**src/rtl/muldiv_hilo.sv**
```systemverilog
module muldiv_hilo #(
  parameter int W = 32
) (
  input  logic         clk,
  input  logic         rst_n,
  input  logic         start,
  input  logic [1:0]   op,
  input  logic [W-1:0] src_a,
  input  logic [W-1:0] src_b,
  output logic         busy,
  output logic         done,
  output logic [W-1:0] hi_q,
  output logic [W-1:0] lo_q
);
  localparam int CW = $clog2(W);
  localparam logic [CW-1:0] LAST = CW'(W - 1);

  logic          setup, is_div, neg_prod, neg_quo, neg_rem;
  logic [CW-1:0] cnt;
  logic [W-1:0]  mag_a, mag_b, acc_hi, acc_lo;

  wire          sgn   = ~op[0];
  wire          a_neg = sgn & src_a[W-1];
  wire          b_neg = sgn & src_b[W-1];
  wire [W-1:0]  a_abs = a_neg ? -src_a : src_a;
  wire [W-1:0]  b_abs = b_neg ? -src_b : src_b;

  wire [W:0]    mul_sum  = {1'b0, acc_hi} + (acc_lo[0] ? {1'b0, mag_a} : '0);
  wire [W:0]    div_sh   = {acc_hi, acc_lo[W-1]};
  wire [W+1:0]  div_diff = {1'b0, div_sh} - {2'b00, mag_b};
  wire          div_ok   = ~div_diff[W+1];

  wire [W-1:0]  nxt_hi = is_div ? (div_ok ? div_diff[W-1:0] : div_sh[W-1:0])
                                : mul_sum[W:1];
  wire [W-1:0]  nxt_lo = is_div ? {acc_lo[W-2:0], div_ok}
                                : {mul_sum[0], acc_lo[W-1:1]};

  wire [2*W-1:0] prod     = {nxt_hi, nxt_lo};
  wire [2*W-1:0] prod_fix = neg_prod ? -prod : prod;
  wire [W-1:0]   fin_hi   = is_div ? (neg_rem ? -nxt_hi : nxt_hi) : prod_fix[2*W-1:W];
  wire [W-1:0]   fin_lo   = is_div ? (neg_quo ? -nxt_lo : nxt_lo) : prod_fix[W-1:0];

  always_ff @(posedge clk) begin
    if (!rst_n) begin
      busy     <= 1'b0;
      done     <= 1'b0;
      setup    <= 1'b0;
      is_div   <= 1'b0;
      neg_prod <= 1'b0;
      neg_quo  <= 1'b0;
      neg_rem  <= 1'b0;
      cnt      <= '0;
      mag_a    <= '0;
      mag_b    <= '0;
      acc_hi   <= '0;
      acc_lo   <= '0;
      hi_q     <= '0;
      lo_q     <= '0;
    end else begin
      done <= 1'b0;
      if (!busy) begin
        if (start) begin
          busy     <= 1'b1;
          setup    <= 1'b1;
          is_div   <= op[1];
          mag_a    <= a_abs;
          mag_b    <= b_abs;
          neg_prod <= a_neg ^ b_neg;
          neg_quo  <= (a_neg ^ b_neg) & (src_b != '0);
          neg_rem  <= a_neg;
        end
      end else if (setup) begin
        setup  <= 1'b0;
        cnt    <= '0;
        acc_hi <= '0;
        acc_lo <= is_div ? mag_a : mag_b;
      end else begin
        acc_hi <= nxt_hi;
        acc_lo <= nxt_lo;
        cnt    <= cnt + 1'b1;
        if (cnt == LAST) begin
          busy <= 1'b0;
          done <= 1'b1;
          hi_q <= fin_hi;
          lo_q <= fin_lo;
        end
      end
    end
  end
endmodule

```
**config.mk**
```make
export PLATFORM = sky130hd
export DESIGN_NAME = muldiv_hilo
export DESIGN_NICKNAME = d
export VERILOG_FILES = /design/src/rtl/muldiv_hilo.sv
export SDC_FILE = /design/constraint.sdc
export NUM_CORES = 1
export LEC_CHECK = 0
export BUFFER_PORTS_ARGS = -buffer_cell sky130_fd_sc_hd__buf_2
export CAP_MARGIN = 30
export CORE_AREA = 2 2 153 169
export DETAILED_ROUTE_END_ITERATION = 6
export DIE_AREA = 0 0 155 171
export PLACE_DENSITY = 0.88
export SLEW_MARGIN = 20
export SYNTH_ARGS = -nofsm -noshare
export SYNTH_HDL_FRONTEND = slang
export SYNTH_SLANG_ARGS = --single-unit
```
**constraint.sdc**
```tcl
create_clock -name clk -period 6.99 [get_ports clk]
set_input_delay 0.3495 -clock clk [delete_from_list [all_inputs] [get_ports clk]]
set_output_delay 0.3495 -clock clk [all_outputs]
set_load 0.1 [all_outputs]
```
==> run metrics <==
commonest non-fill, non-tap cells in the layout=nor2_1 (242), dfxtp_1 (203), nand2_1 (198); Final Skew=23.49 ps; DRC Markers=38; Reg2Reg Depth=18; hold_buf cts=0; met3 WL=6799 um; Synth Instances=2164; Distinct cells, synth=97; post-route cell area=17850 um2; Die Width=155 um; Max-Cap Viols=0; Buffers & Inverters on Critical Path=1; CP Launch Point=mag_b[4]$_SDFFE_PN0P_; TritonCTS clock tree=yes; Total GRT Usage=44.79%; number of fill cells=1988; slew margin rel.=28.37%; via density per instance=7.113; WP data required=7450 ps; type of the worst setup path=register to register; peak supply drop=0.2275 mV; Tmin final=5591 ps; violated checks=design-rule violations; CTS resizes=0; first-pass GRT wire length=92710 um; CTS root buf=clkbuf_16; wl on met1=22200 um; antenna cells=0; WP depth=18; CP endpoint kind=register; P_leak=7.104 nW; CORE AREA=24960 um2; leading area contributor after synthesis=dfxtp_1; Area contributors post-synth=dfxtp_1 (25%), nor2_1 (5.6%), a21oi_1 (5.5%); commonest non-fill, non-tap cell in the layout=nor2_1; met2 WL post-DR=26790 um; post-synth top area share=24.95%; syn avg cell area=7.565 um2; clk_lat worst skew=560 ps; R2R Setup Slk=1400 ps; Fin Setup TNS=0 ps; #FFs+latches synth=204; CP arrival=6050 ps; Worst setup endpoint=hi_q[24]$_SDFFE_PN0P_; largest net degree at the start of global routing=112; synthesized cell area=16370 um2; CP startpoint kind=register; Starting Density=65.59%; crit-path max FO=10; chip height=171 um; routability congestion estimate=1.100; Crit path max-delay family=compound AO/OA/AOI/OAI gates; GR Overflow Total=0; RR Startpoint=mag_b[4]$_SDFFE_PN0P_; sequential area share after synthesis=24.95%; number of synthesized flops with an enable pin=0; nets=2339; via count=17990; max frequency=178.9 MHz; final hold vios=0; clock sink total=204; row cnt=61; worst flop-to-flop path endpoint=hi_q[24]$_SDFFE_PN0P_; ys flop type=dfxtp_1; TritonCTS Buffers=23; IO Pins=135; Critical Path Max Stage Delay=500 ps; final core occ=71.52%; pwr/cell area=197.2 nW/um2; drt first pass iters=7; Synth async-reset ratio=0%; drt total wl=61020 um; H-tree level count=1; Final ANT Viol Nets=0; # setup viols final=0; warnings from Yosys=0; slowest CP cell=and3_1; vias in the first global route=16560; PortBufs=134; Hold Crit Class=input pin to register; WL per Instance=24.13 um; Syn-to-layout area delta=9.042%; RSZ-0062 raised after global routing=false; Total Power=0.003519 W; Synthesized Nets=2305; period utilization=79.99%; crit path cell chain=inv_1 -> ha_1 -> a21o_1 -> a31oi_1 -> a21o_1 -> and3_1 -> o211ai_4 -> o21ai_0 -> ha_1 -> nand3_1 -> nor2_1 -> nand2_1 -> nand2_1 -> nand3_1 -> o31ai_2 -> a31oi_1 -> xor2_1 -> a211oi_1; Worst-path clk slew=60 ps; ratio of cells with drive above 1 in the final layout=11.52%; Worst-Margin Slew=1074 ps; Post CTS Setup Buffer Count=0; DRT iter0 DRCs=2526; highest metal used=met4; Max Slew Vio Count=0; DP Area=17060 um2; die area=26510 um2; antenna violations before repair=1; clk buf depth=3; outcome=finished, violations left; dpl hpwl=45440 um
[per-stage QoR]
stage / std cells / hold WS [ps] / setup slack (ps)
after floorplan: 2164 / 437.1 / 3036
after global placement: 2484 / 440.9 / 1746
after detailed placement: 2487 / 446.6 / 1656
after CTS: 2528 / 47.24 / 1656
after global routing: 2529 / 57.29 / 1018
final: 2529 / 39.73 / 1399
[logic make-up (layout without fill, tap and decap cells)]
group,after synthesis,count (layout),synth area share [%]
multiplexers,85,85,6.130
buffers and inverters,206,256,5.006
adder cells (fa/ha/maj),72,72,5.595
AO/OA/AOI/OAI,704,704,28.84
flip-flops,204,204,24.95
XOR/XNOR,143,143,7.651
AND/OR/NAND/NOR,750,750,21.83
[worst register-to-register path, delay by kind of cell, from the launching register on]
kind,cells,cell delay [ps]
and+or+nand+nor,6,1860
AOI/OAI and AO/OA,8,2250
DFF,1,410
buffers and inverters,1,70
adders and majority gates,2,740
xor gates and xnor gates,1,180
[cell usage after synthesis, types with 6 or more instances]
cell,instances
a211oi_1,86
a21o_1,25
a21oi_1,179
a221oi_1,18
a222oi_1,11
a22o_1,21
a22oi_1,6
a311oi_1,16
a31o_2,6
a31oi_1,23
and2_1,40
and3_1,17
and4_1,6
buf_1,18
buf_2,20
clkbuf_1,105
dfxtp_1,204
ha_1,70
inv_1,58
mux2i_1,71
mux4_2,12
nand2_1,198
nand2b_1,17
nand3_1,43
nand4_1,18
nor2_1,243
nor2b_1,15
nor3_1,61
nor3b_1,9
nor4_1,12
o211ai_1,38
o21a_1,11
o21ai_0,156
o21ai_1,9
o311ai_0,6
o31ai_1,12
o41ai_1,8
or2_2,7
or3_1,32
or4_1,7
xnor2_1,70
xor2_1,73
[area by class of cell]
| class | instances | area [um2] | area share (%) |
|---|---|---|---|
| Sequential cell | 204 | 4088 | 22.90 |
| Clock buffer | 30 | 641.9 | 3.596 |
| Inverter | 58 | 219.0 | 1.227 |
| Clock inverter | 11 | 142.6 | 0.7990 |
| Tap cell | 315 | 394.1 | 2.208 |
| Multi-Input combinational cell | 1754 | 11490 | 64.39 |
| Timing Repair Buffer | 157 | 870.8 | 4.878 |
[worst min-delay path by stage]
stage                                from                    end  slack [ps]  cells past startpoint
finish                              op[1]    is_div$_SDFFE_PN0P_          40                      3
detailed placement   hi_q[0]$_SDFFE_PN0P_   hi_q[0]$_SDFFE_PN0P_         450                      2
CTS                                 op[1]    is_div$_SDFFE_PN0P_          50                      3
global route                        op[1]    is_div$_SDFFE_PN0P_          60                      3
global placement    hi_q[10]$_SDFFE_PN0P_  hi_q[10]$_SDFFE_PN0P_         440                      2
floorplan           mag_a[6]$_SDFFE_PN0P_  mag_a[6]$_SDFFE_PN0P_         440                      2
[layer usage]
layer / vias up / GRT usage (%)
met3: 349 / 9.954
met2: 1254 / 72.06
met1: 8318 / 53.86
met5: - / 0
met4: 0 / 29.59
li1: 8067 / -
[state kept, by name, summed over array words and instances (netlist names)]
signal    cells
neg_prod      1
lo_q         32
neg_quo       1
neg_rem       1
done          1
acc_hi       32
setup         1
acc_lo       32
hi_q         32
is_div        1
mag_a        32
mag_b        32
busy          1
cnt           5
[power breakdown]
part	internal (W)	switching [W]	total, W
sequential	0.00121	0.0000764	0.00128
clock	0.000732	0.000550	0.00128
combinational	0.000326	0.000631	0.000956
(Power assumes the default switching activity.)
